<file path="src/rtl/uft_pkg.sv">
package uft_pkg;

    typedef enum logic [2:0] {
        PAR_NONE  = 3'd0,
        PAR_ODD   = 3'd1,
        PAR_EVEN  = 3'd2,
        PAR_MARK  = 3'd3,
        PAR_SPACE = 3'd4
    } parity_e;

    typedef enum logic [1:0] {
        ST_DEFAULT = 2'd0,
        ST_APPLY   = 2'd1,
        ST_RUN     = 2'd2
    } ctrl_state_e;

    typedef struct packed {
        logic [3:0] data_bits;
        logic       two_stop;
        parity_e    parity;
    } frame_t;

    localparam frame_t FRAME_DEFAULT = '{data_bits: 4'd8, two_stop: 1'b0, parity: PAR_NONE};

    // start bit + data bits + stop bits
    function automatic logic [3:0] frame_bits(input frame_t f);
        return f.data_bits + (f.two_stop ? 4'd2 : 4'd1) + 4'd1;
    endfunction

endpackage

</file>
<file path="src/rtl/uft_frame_decode.sv">
module uft_frame_decode
    import uft_pkg::*;
(
    input  logic [5:0] line_ctl_i,
    output frame_t     frame_o
);
    always_comb begin
        frame_o.data_bits = {2'b00, line_ctl_i[1:0]} + 4'd5;
        frame_o.two_stop  = line_ctl_i[2];
        if (!line_ctl_i[5]) begin
            frame_o.parity = PAR_NONE;
        end else begin
            unique case (line_ctl_i[4:3])
                2'b00:   frame_o.parity = PAR_ODD;
                2'b01:   frame_o.parity = PAR_EVEN;
                2'b10:   frame_o.parity = PAR_MARK;
                default: frame_o.parity = PAR_SPACE;
            endcase
        end
    end
endmodule

</file>
<file path="src/rtl/uft_divisor_calc.sv">
module uft_divisor_calc #(
    parameter int DIV_W  = 16,
    parameter int FRAC_W = 3,
    parameter int CNT_W  = DIV_W + 5
) (
    input  logic [DIV_W-1:0]  int_div_i,
    input  logic [FRAC_W-1:0] frac_i,
    output logic [CNT_W-1:0]  cycles_o
);
    localparam logic [CNT_W-1:0] BASE_ADD = CNT_W'(16);

    always_comb begin
        cycles_o = CNT_W'({int_div_i, 4'b0000}) + CNT_W'(frac_i) + BASE_ADD;
    end
endmodule

</file>
<file path="src/rtl/uft_ctrl_fsm.sv">
module uft_ctrl_fsm
    import uft_pkg::*;
(
    input  logic clk,
    input  logic rst_n,
    input  logic accept_i,
    output logic load_o,
    output logic calc_o
);
    ctrl_state_e state_q, state_d;

    always_comb begin
        state_d = state_q;
        unique case (state_q)
            ST_DEFAULT: if (accept_i) state_d = ST_APPLY;
            ST_APPLY:   state_d = accept_i ? ST_APPLY : ST_RUN;
            ST_RUN:     if (accept_i) state_d = ST_APPLY;
            default:    state_d = ST_DEFAULT;
        endcase
    end

    always_ff @(posedge clk) begin
        if (!rst_n) state_q <= ST_DEFAULT;
        else        state_q <= state_d;
    end

    always_comb begin
        load_o = 1'b0;
        calc_o = 1'b0;
        unique case (state_q)
            ST_DEFAULT: load_o = accept_i;
            ST_APPLY: begin
                load_o = accept_i;
                calc_o = 1'b1;
            end
            ST_RUN:     load_o = accept_i;
            default: begin
                load_o = 1'b0;
                calc_o = 1'b0;
            end
        endcase
    end
endmodule

</file>
<file path="src/rtl/uft_baud_counter.sv">
module uft_baud_counter #(
    parameter int CNT_W = 21
) (
    input  logic             clk,
    input  logic             rst_n,
    input  logic             reload_i,
    input  logic [CNT_W-1:0] period_i,
    output logic             tick_o
);
    logic [CNT_W-1:0] cnt_q;
    logic             at_end;

    assign at_end = (cnt_q == period_i - CNT_W'(1));
    assign tick_o = at_end && !reload_i;

    always_ff @(posedge clk) begin
        if (!rst_n)        cnt_q <= '0;
        else if (reload_i) cnt_q <= '0;
        else if (at_end)   cnt_q <= '0;
        else               cnt_q <= cnt_q + CNT_W'(1);
    end
endmodule

</file>
<file path="src/rtl/uart_frame_timing.sv">
module uart_frame_timing
    import uft_pkg::*;
#(
    parameter int  DIV_W    = 16,
    parameter int  FRAC_W   = 3,
    parameter int  REF_HZ   = 48_000_000,
    parameter int  DEF_BAUD = 9600,
    localparam int CNT_W    = DIV_W + 5,
    localparam int CHAR_W   = CNT_W + 4
) (
    input  logic              clk,
    input  logic              rst_n,
    input  logic [5:0]        line_ctl_i,
    input  logic [DIV_W-1:0]  int_div_i,
    input  logic [FRAC_W-1:0] frac_i,
    output logic              baud_tick_o,
    output logic [3:0]        data_bits_o,
    output logic              two_stop_o,
    output logic [2:0]        parity_o,
    output logic [CNT_W-1:0]  bit_cycles_o,
    output logic [CHAR_W-1:0] char_cycles_o
);
    localparam logic [CNT_W-1:0]  DEF_BIT  = CNT_W'(REF_HZ / DEF_BAUD);
    localparam logic [CHAR_W-1:0] DEF_CHAR = CHAR_W'(10) * CHAR_W'(DEF_BIT);

    logic [5:0]        lcr_prev_q;
    logic [DIV_W-1:0]  div_prev_q;
    logic [FRAC_W-1:0] frac_prev_q;
    logic              changed, accept, load, calc;
    frame_t            frame_n, frame_q;
    logic [CNT_W-1:0]  bit_n, bit_q;
    logic [CHAR_W-1:0] char_q;

    assign changed = (line_ctl_i != lcr_prev_q) || (int_div_i != div_prev_q) ||
                     (frac_i != frac_prev_q);
    assign accept  = changed && (int_div_i != '0);

    always_ff @(posedge clk) begin
        if (!rst_n) begin
            lcr_prev_q  <= '0;
            div_prev_q  <= '0;
            frac_prev_q <= '0;
        end else begin
            lcr_prev_q  <= line_ctl_i;
            div_prev_q  <= int_div_i;
            frac_prev_q <= frac_i;
        end
    end

    uft_frame_decode u_dec (
        .line_ctl_i (line_ctl_i),
        .frame_o    (frame_n)
    );

    uft_divisor_calc #(.DIV_W(DIV_W), .FRAC_W(FRAC_W), .CNT_W(CNT_W)) u_div (
        .int_div_i (int_div_i),
        .frac_i    (frac_i),
        .cycles_o  (bit_n)
    );

    uft_ctrl_fsm u_fsm (
        .clk      (clk),
        .rst_n    (rst_n),
        .accept_i (accept),
        .load_o   (load),
        .calc_o   (calc)
    );

    always_ff @(posedge clk) begin
        if (!rst_n) begin
            frame_q <= FRAME_DEFAULT;
            bit_q   <= DEF_BIT;
        end else if (load) begin
            frame_q <= frame_n;
            bit_q   <= bit_n;
        end
    end

    always_ff @(posedge clk) begin
        if (!rst_n)    char_q <= DEF_CHAR;
        else if (calc) char_q <= CHAR_W'(frame_bits(frame_q)) * CHAR_W'(bit_q);
    end

    uft_baud_counter #(.CNT_W(CNT_W)) u_cnt (
        .clk      (clk),
        .rst_n    (rst_n),
        .reload_i (load),
        .period_i (bit_q),
        .tick_o   (baud_tick_o)
    );

    assign data_bits_o   = frame_q.data_bits;
    assign two_stop_o    = frame_q.two_stop;
    assign parity_o      = frame_q.parity;
    assign bit_cycles_o  = bit_q;
    assign char_cycles_o = char_q;
endmodule

</file>
<file path="config.mk">
export PLATFORM = sky130hd
export DESIGN_NAME = uart_frame_timing
export DESIGN_NICKNAME = d
export VERILOG_FILES = /design/src/rtl/uft_pkg.sv /design/src/rtl/uft_frame_decode.sv /design/src/rtl/uft_divisor_calc.sv /design/src/rtl/uft_ctrl_fsm.sv /design/src/rtl/uft_baud_counter.sv /design/src/rtl/uart_frame_timing.sv
export SDC_FILE = /design/constraint.sdc
export NUM_CORES = 1
export LEC_CHECK = 0
export ABC_AREA = 1
export BUFFER_PORTS_ARGS = -buffer_cell sky130_fd_sc_hd__buf_2
export CAP_MARGIN = 10
export CORE_MARGIN = 4
export CORE_UTILIZATION = 60
export CTS_BUF_LIST = sky130_fd_sc_hd__clkbuf_16
export DETAILED_ROUTE_END_ITERATION = 8
export GPL_TIMING_DRIVEN = 0
export PLACE_DENSITY = 0.77
export SLEW_MARGIN = 20
export SYNTH_ARGS = -nofsm -noshare
export SYNTH_HDL_FRONTEND = slang
export SYNTH_SLANG_ARGS = --single-unit
</file>
<file path="constraint.sdc">
create_clock -name clk -period 10.6 [get_ports clk]
set_clock_uncertainty 0.15 [all_clocks]
set_input_delay 1.06 -clock clk [delete_from_list [all_inputs] [get_ports clk]]
set_output_delay 1.06 -clock clk [all_outputs]
set_load 0.1 [all_outputs]
</file>
==> impl_metrics.toml, run 1 <==
[die]
floorplan.die.height_um = 123.3
placement_rows = 41
initial_core_util_pct = 62.18
io-pin-count = 82
core_area_um2 = 12820
dieWidth_um = 123.3
design.die.area_um2 = 15200

[placement]
dp_hpwl_mm = 16.76
gp_congestion = 0.9426
buffer_ports.inserted = 75
dpl-instance-area_um2 = 8564

[sta]
post-route-period-util_pct = 49.43
fmaxAchievable_ghz = 0.1909
maxSlewHeadroom_pct = 47.74
setup-violations-final = 0
finalHoldViolations = 0
period_minus_slack_ps = 5239
grt_setup_unrepaired = "no"
fin_tns_setup_ps = 0
finalMaxSlewViolations = 0
worst_pin_slew_ps = 783.9

[clocking]
clock_latency_ps = 360
clk_path_buf_depth = 2
h_tree_level_count = 3
number_of_gates_resized_after_cts = 0
cts-hold-fix-buffers = 0
clk_pin_slew_worst_paths_ps = 80
cts_tree = "yes"
cts_buffers = 9
clock_sink_count = 102
cts_root_buf = "clkbuf_16"
post_cts.repair.setup_buffers = 0

[critical_path]
worstPathRequired_ps = 10710
cpLargestDelayFamily = "adder cells"
critPathCapture = "char_cycles_o[20]"
worst-r2r-cell-count = 23
path_max_fanout = 10
critPathBufInv = 6
worst-setup-path-type = "flop to flop"
rr_startpoint = "data_bits_o[0]"
crit_slowest_cell = "o21ai_0"
worstPathArrival_ps = 5340
crit_top_cell = "nand2_1"
worst_reg2reg_endpoint = "char_cycles_o[20]"
critPathLaunch = "data_bits_o[0]"
cpPeakStageDelay_ps = 600
worst-r2r-setup-slack_ps = 5360
crit_path_end_kind = "flop"
path_cells = "inv_1 -> ha_1 -> fa_1 -> or2_2 -> nand2_1 -> clkbuf_1 -> inv_1 -> nand2_1 -> fa_1 -> inv_1 -> fa_1 -> inv_1 -> fa_1 -> o21ai_0 -> nand2_1 -> nand2_1 -> nand2_1 -> nand2_1 -> nand2_1 -> nand2_1 -> nor2_1 -> o21ai_0 -> inv_1"
cp.depth = 23
critPathLaunchType = "flop"

[global_routing]
grt_pass1_wl_mm = 33.35
number_of_global_route_vias_before_repair = 6743
grt_overflow = 0
groute.usage.overall_pct = 28.09
antenna_found_initial = 0
largest_net_degree_at_the_start_of_global_routing = 22

[route]
aggregate_routed_wire_length_mm = 20.70
vias = 7520
wl_per_cell_um = 14.36
postRouteAntennaNets = 0
dr.first_iter.drc_count = 543
remaining_drc_errors = 0
drtPass1Iterations = 5
avgViaCountPerCell = 5.215

[synthesis]
synth_nets = 1282
synth.yosys.seq_area_share_pct = 25.61
post_syn_area_um2 = 7974
gate_count_post_synth = 1179
ys_seq_elements = 102
synth_area_per_cell_um2 = 6.763
synth_cell_type_count = 40
synthesis.yosys.warnings = 0

[cells_and_area]
post_route_cells_drive_above_1_share_pct = 10.87
most-common-layout-cells = "239 x nand2_1, 203 x inv_1, 195 x nor2_1"
flow.area_growth_from_synthesis_pct = 11.22
antenna_cells = 0
finalInstanceArea_um2 = 8869
mostFrequentLayoutCell = "nand2_1"
fin_nets = 1368

[power_and_ir_drop]
ir_drop_mv = 0.1064
powerDensity_nw_per_um2 = 157.5
power.leakage_nw = 4.580

[hold_path]
min-delay-path-class = "flop to flop"
launch_point_of_the_worst_hold_path = "parity_o[0]"

[outcome]
status = "completed"

[job]
drv_cap = 0
==> flip-flops by register name, summed over array words and instances, names as in the netlist <==
| register | count |
|---|---|
| data_bits_o | 4 |
| parity_o | 3 |
| u_fsm.state_q | 2 |
| u_cnt.cnt_q | 21 |
| two_stop_o | 1 |
| div_prev_q | 16 |
| char_cycles_o | 25 |
| bit_cycles_o | 21 |
| lcr_prev_q | 6 |
| frac_prev_q | 3 |
==> per-layer routing <==
layer	global-route usage [%]	share of wire [%]	up-vias
li1	-	-	3802
met1	39.70	45	3467
met2	44.21	46	233
met3	5.627	7.7	18
met4	7.197	1.2	0
met5	0	0	-
==> cell families after synthesis <==
family / share of synthesized area, %
buffers and inverters: 11.44
DFF: 25.61
adders and majority gates: 15.60
xor gates and xnor gates: 8.850
and+or+nand+nor: 30.74
AOI/OAI and AO/OA: 7.767
==> stage by stage <==
step                hold WS (ps)  std cells  total power, mW  worst slack (ps)  utilization, %
detailed placement         285.6       1426            1.053              5451           66.78
floorplan                  300.5       1179           0.9252              5498               -
global placement           285.1       1426            1.046              5495           66.78
CTS                        304.2       1442            1.401              5432           69.15
finish                     308.5       1442            1.397              5361           69.15
global route               330.7       1442            1.485              4956           69.15
==> area by class of cell <==
| type | count | area [µm²] |
|---|---|---|
| Buffer | 29 | 138.9 |
| Clock buffer | 9 | 225.2 |
| Clock inverter | 7 | 78.83 |
| Fill cell | 1170 | 3956 |
| Inverter | 206 | 773.2 |
| Multi-Input combinational cell | 842 | 5020 |
| Sequential cell | 102 | 2042 |
| Tap cell | 172 | 215.2 |
| Timing Repair Buffer | 75 | 375.4 |
==> synth_stat cells (all sizes together) <==
cell / instances / area (µm²)
nand3b: 9 / 67.56
xor2: 41 / 359.1
o21a: 1 / 7.510
clkbuf: 22 / 86.33
nor4: 3 / 18.77
o21bai: 4 / 30.03
xnor2: 37 / 324.1
and2: 2 / 15.02
xnor3: 1 / 22.52
o211ai: 3 / 22.52
o22a: 1 / 8.760
buf: 7 / 52.54
o21ai: 52 / 260.3
nand2: 245 / 934.7
o22ai: 4 / 25.02
fa: 39 / 780.8
a211oi: 1 / 7.510
a22oi: 1 / 7.510
nand3: 60 / 300.3
nand4: 19 / 118.9
a21o: 2 / 15.01
nor2: 215 / 880.8
ha: 37 / 462.9
inv: 206 / 773.2
a21oi: 44 / 220.2
or2: 4 / 25.02
nor3: 15 / 90.09
o31ai: 2 / 15.01
dfxtp: 102 / 2042
==> power breakdown <==
group | internal, mW | switching (mW)
logic | 0.167 | 0.453
clock network | 0.171 | 0.176
registers | 0.411 | 0.0202
==> how the worst min path moves through the flow <==
| stage | cells past startpoint | endpoint | slack, ps |
|---|---|---|---|
| 3_3_place_gp | 2 | parity_o[1] | 290 |
| 5_1_grt | 2 | parity_o[2] | 330 |
| 3_5_place_dp | 2 | parity_o[0] | 290 |
| 4_1_cts | 2 | parity_o[0] | 300 |
| 6_report | 2 | parity_o[0] | 310 |
| 2_1_floorplan | 1 | u_cnt.cnt_q[0] | 300 |
==> worst reg2reg max path, delay by kind of cell (launching register included) <==
| kind | cells | cell delay (ps) |
|---|---|---|
| DFF | 1 | 380 |
| adders and majority gates | 5 | 1750 |
| AOI/OAI and AO/OA | 2 | 750 |
| buffers and inverters | 6 | 910 |
| and+or+nand+nor | 10 | 1180 |
No activity file was read; power rests on OpenSTA's default activity.
==> run 2: changes to the inputs <==
clock period = 5.1 ns   (was 10.6 ns; I/O delays follow)
==> run 2 against run 1 <==
  * Critical path depth down 2
  * Worst hold slack lost 91 ps
  * Combinational power increased by 110%
  * Highest routed layer unchanged
  * Die area is the same
  * Critical endpoint unchanged
==> impl_metrics.toml, run 2 (synthesized netlist as in run 1, its figures left out) <==
[die]
core_area_um2 = 12820
initial_core_util_pct = 62.18
dieWidth_um = 123.3
floorplan.die.height_um = 123.3
io-pin-count = 82
placement_rows = 41
design.die.area_um2 = 15200

[job]
drv_cap = 0

[route]
avgViaCountPerCell = 5.257
vias = 7580
postRouteAntennaNets = 0
aggregate_routed_wire_length_mm = 20.48
remaining_drc_errors = 0
wl_per_cell_um = 14.20
drtPass1Iterations = 5
dr.first_iter.drc_count = 465

[power_and_ir_drop]
seqPwrFrac_pct = 30.8
switching_share_pct = 46.43
ir_drop_mv = 0.2422
power.leakage_nw = 4.588
net-switching-power_mw = 1.348
power_mw = 2.904
powerDensity_nw_per_um2 = 327.0
clock_power_share_pct = 24.9
cell_int_power_mw = 1.556
combinationalPowerShare_pct = 44.3

[critical_path]
worstPathRequired_ps = 5210
worst-setup-path-type = "flop to flop"
worst-r2r-cell-count = 21
worst-r2r-setup-slack_ps = 370
path_max_fanout = 10
worstPathArrival_ps = 4840
critPathLaunchType = "flop"
crit_path_end_kind = "flop"

[global_routing]
number_of_global_route_vias_before_repair = 6875
grt_pass1_wl_mm = 33.53
groute.usage.overall_pct = 28.05
largest_net_degree_at_the_start_of_global_routing = 22
antenna_found_initial = 0
grt_overflow = 0

[cells_and_area]
fin_nets = 1368
mostFrequentLayoutCell = "nand2_1"
layout.core_utilization_pct = 69.25
finalInstanceArea_um2 = 8881
most-common-layout-cells = "239 x nand2_1, 203 x inv_1, 195 x nor2_1"
post_route_cells_drive_above_1_share_pct = 11.18
largest_reg_flops = 25
antenna_cells = 0
flow.area_growth_from_synthesis_pct = 11.38

[sta]
finalHoldViolations = 0
post-route-period-util_pct = 92.74
period_minus_slack_ps = 4730
finalMaxSlewViolations = 0
maxSlewHeadroom_pct = 48.13
fin_tns_setup_ps = 0
fmaxAchievable_ghz = 0.2114
worst_pin_slew_ps = 778.1
setup-violations-final = 0

[hold_path]
min-delay-path-class = "input pin to flop"
hold_path_depth = 3

[clocking]
clock_sink_count = 102
cts_tree = "yes"
cts-hold-fix-buffers = 0
clk_path_buf_depth = 2
cts_root_buf = "clkbuf_16"
clock_latency_ps = 370
cts_buffers = 9
clk_pin_slew_worst_paths_ps = 80
h_tree_level_count = 3

[placement]
gp_congestion = 0.9412
buffer_ports.inserted = 75
dpl-instance-area_um2 = 8566
dp_hpwl_mm = 16.65

[outcome]
status = "completed"
## run 2: timing repair
| item | in CTS | in global routing |
|---|---|---|
| resized for setup | 1 | 5 |
| endpoints found under the setup margin | 2 | 11 |
| setup buffers | 0 | 0 |
## run 2: through the flow
step	hold slack [ps]	instances	worst slack, ps
2_1_floorplan	300.5	1179	67.59
3_3_place_gp	285.4	1426	34.71
3_5_place_dp	287.0	1426	-48.06
4_1_cts	206.0	1442	135.9
5_1_grt	234.7	1442	-3.308
6_report	217.0	1442	370.0
## run 2: worst paths after layout
path | from | end
min | line_ctl_i[4] | lcr_prev_q[4]
max | data_bits_o[0] | char_cycles_o[20]
max reg2reg | data_bits_o[0] | char_cycles_o[20]
min reg2reg | parity_o[1] | parity_o[1]
## run 2: metal layers
layer	share of wire [%]	vias up	wire [µm]	global-route usage, %
li1	-	3811	-	-
met4	1.8	0	375	8.512
met1	45	3468	9164	39.83
met3	8.8	29	1808	5.032
met2	45	272	9129	43.70
met5	0	-	0	0
## run 2: area by class of cell
| type | count | area (µm²) |
|---|---|---|
| clock buffers | 9 | 225.2 |
| multi-input cells | 842 | 5024 |
| well taps | 172 | 215.2 |
| flip-flops and latches | 102 | 2043 |
| repair buffers | 75 | 375.4 |
| fillers | 1194 | 3944 |
| clock inverters | 7 | 83.83 |
| plain buffers | 29 | 141.4 |
| inverters | 206 | 773.2 |
## run 2: worst max-delay path, stage by stage (launching register included)
cell and delay (ps):
dfxtp_2 350, inv_1 50, ha_1 210, fa_1 490, clkbuf_1 290, inv_1 220
nand2_1 90, fa_1 480, inv_1 50, fa_1 570, inv_1 80, fa_1 470
o21ai_2 300, nand2_1 80, nand2_1 130, nand2_1 60, nand2_1 100, nand2_1 90
nand2_1 110, nor2_1 50, o21ai_0 150, inv_1 50
## run 2: power by group through the flow
| stage | clock [mW] | sequential (mW) | combinational, mW |
|---|---|---|---|
| 6_report | 0.723 | 0.895 | 1.29 |
| 5_1_grt | 0.766 | 0.903 | 1.42 |
| 3_5_place_dp | 0 | 0.914 | 1.27 |
| 4_1_cts | 0.737 | 0.895 | 1.28 |
| 3_3_place_gp | 0 | 0.911 | 1.26 |
| 2_1_floorplan | 0 | 1.24 | 0.687 |
==> run 3: changes to the inputs <==
CORE_ASPECT_RATIO = 1.4   (was unset)
CTS_CLUSTER_DIAMETER = 150   (was unset)
==> run 3 against run 2 <==
  * Combinational power hardly changed
  * Critical path type unchanged
  * First-iteration DRC count is 17% lower
  * Maximum frequency is 2.2% lower
==> impl_metrics.toml, run 3 (synthesized netlist as in run 1, its figures left out) <==
[outcome]
status = "completed"

[critical_path]
worstPathRequired_ps = 5210
critPathLaunchType = "flop"
worstPathArrival_ps = 4940
path_max_fanout = 10
worst-r2r-cell-count = 20
worst-setup-path-type = "flop to flop"
crit_path_end_kind = "flop"

[power_and_ir_drop]
seqPwrFrac_pct = 30.8
cell_int_power_mw = 1.558
combinationalPowerShare_pct = 44.7
power.leakage_nw = 4.591
powerDensity_nw_per_um2 = 328.4
ir_drop_mv = 0.3395
clock_power_share_pct = 24.4
switching_share_pct = 46.64
net-switching-power_mw = 1.362
power_mw = 2.919

[cells_and_area]
most-common-layout-cells = "239 x nand2_1, 203 x inv_1, 195 x nor2_1"
post_route_cells_drive_above_1_share_pct = 11.26
fin_nets = 1368
mostFrequentLayoutCell = "nand2_1"
antenna_cells = 0
n_fill_cell = 1205
post_layout_nonfiller_instances = 1448
flow.area_growth_from_synthesis_pct = 11.49
layout.core_utilization_pct = 68.72
finalInstanceArea_um2 = 8890
largest_reg_flops = 25

[clocking]
clk_path_buf_depth = 2
post_cts.repair.setup_buffers = 0
cts_tree = "yes"
clock_sink_count = 102
cts_root_buf = "clkbuf_16"
cts_buffers = 9
clk_pin_slew_worst_paths_ps = 80
cts-hold-fix-buffers = 0
number_of_gates_resized_after_cts = 1
clock_latency_ps = 360
h_tree_level_count = 3

[sta]
period_minus_slack_ps = 4835
finalMaxSlewViolations = 0
worst_pin_slew_ps = 711.3
setup-violations-final = 0
maxSlewHeadroom_pct = 52.58
finalHoldViolations = 0
post-route-period-util_pct = 94.81
post-route-worst-setup-slack_ps = 264.7
fmaxAchievable_ghz = 0.2068

[die]
floorplan.die.height_um = 144.4
core_area_um2 = 12940
io-pin-count = 82
placement_rows = 49
initial_core_util_pct = 61.64
dieWidth_um = 105.4
design.die.area_um2 = 15220

[route]
remaining_drc_errors = 0
vias = 7577
top_layer = "met4"
postRouteAntennaNets = 0
detailroute.wirelength.met2_mm = 11.42
aggregate_routed_wire_length_mm = 22.24
drtPass1Iterations = 5
routed-wl-met3_mm = 1.323
route.layer.met1.wl_mm = 8.600
wl_per_cell_um = 15.36
avgViaCountPerCell = 5.233
dr.first_iter.drc_count = 384

[global_routing]
grt_pass1_wl_mm = 35.88
groute.usage.overall_pct = 29.78
largest_net_degree_at_the_start_of_global_routing = 22
number_of_global_route_vias_before_repair = 7228
antenna_found_initial = 0
grt_overflow = 0

[placement]
dp_hpwl_mm = 18.04
dp_cells = 1432
buffer_ports.inserted = 75
gp_congestion = 0.9754
dpl-instance-area_um2 = 8573
place_ws_ps = -27.02

[hold_path]
min-delay-path-class = "input pin to flop"
hold_path_depth = 3

[job]
drv_cap = 0
## run 3: layout make-up
| class | instances | area [µm²] | area share (%) |
|---|---|---|---|
| Multi-Input combinational cell | 842 | 5024 | 56.51 |
| Sequential cell | 102 | 2043 | 22.98 |
| Inverter | 206 | 773.2 | 8.698 |
| Timing Repair Buffer | 75 | 375.4 | 4.222 |
| Clock buffer | 9 | 225.2 | 2.533 |
| Tap cell | 178 | 222.7 | 2.505 |
| Buffer | 29 | 142.6 | 1.605 |
| Clock inverter | 7 | 83.83 | 0.9430 |
## run 3: final timing paths
kind                      start                end  slack [ps]
hold / removal    line_ctl_i[4]      lcr_prev_q[4]         220
setup / recovery     two_stop_o  char_cycles_o[20]         260
setup reg to reg     two_stop_o  char_cycles_o[20]         260
hold reg to reg     parity_o[2]        parity_o[2]         310
## run 3: worst max-delay path, stage by stage, from the launching register on
cell and delay [ps]:
dfxtp_1 410, ha_1 250, fa_1 450, clkbuf_1 330
inv_1 210, nand2_1 100, fa_1 520, inv_1 70
fa_1 580, inv_1 70, fa_1 470, o21ai_2 290
nand2_1 80, nand2_1 150, nand2_1 70, nand2_1 100
nand2_1 70, nand2_1 110, nor2_1 50, o21ai_0 160
inv_1 60
## run 3: metal layers
metal / global-route usage [%] / vias to the layer above
li1: - / 3793
met1: 34.21 / 3456
met2: 54.60 / 266
met3: 3.930 / 62
met4: 14.10 / 0
met5: 0 / -
## run 3: power by group through the flow
stage	logic [mW]	clock network, mW	registers [mW]
final	1.31	0.713	0.900
after global routing	1.44	0.747	0.906
after CTS	1.31	0.716	0.899
after detailed placement	1.30	0	0.918
after global placement	1.29	0	0.916
after floorplan	0.687	0	1.24
## run 3: metrics by stage
stage	TNS, ps	hold slack (ps)
global route	-0.1679	222.7
floorplan	0	300.5
finish	0	221.4
detailed placement	-27.02	293.0
CTS	0	213.8
global placement	-20.42	286.8
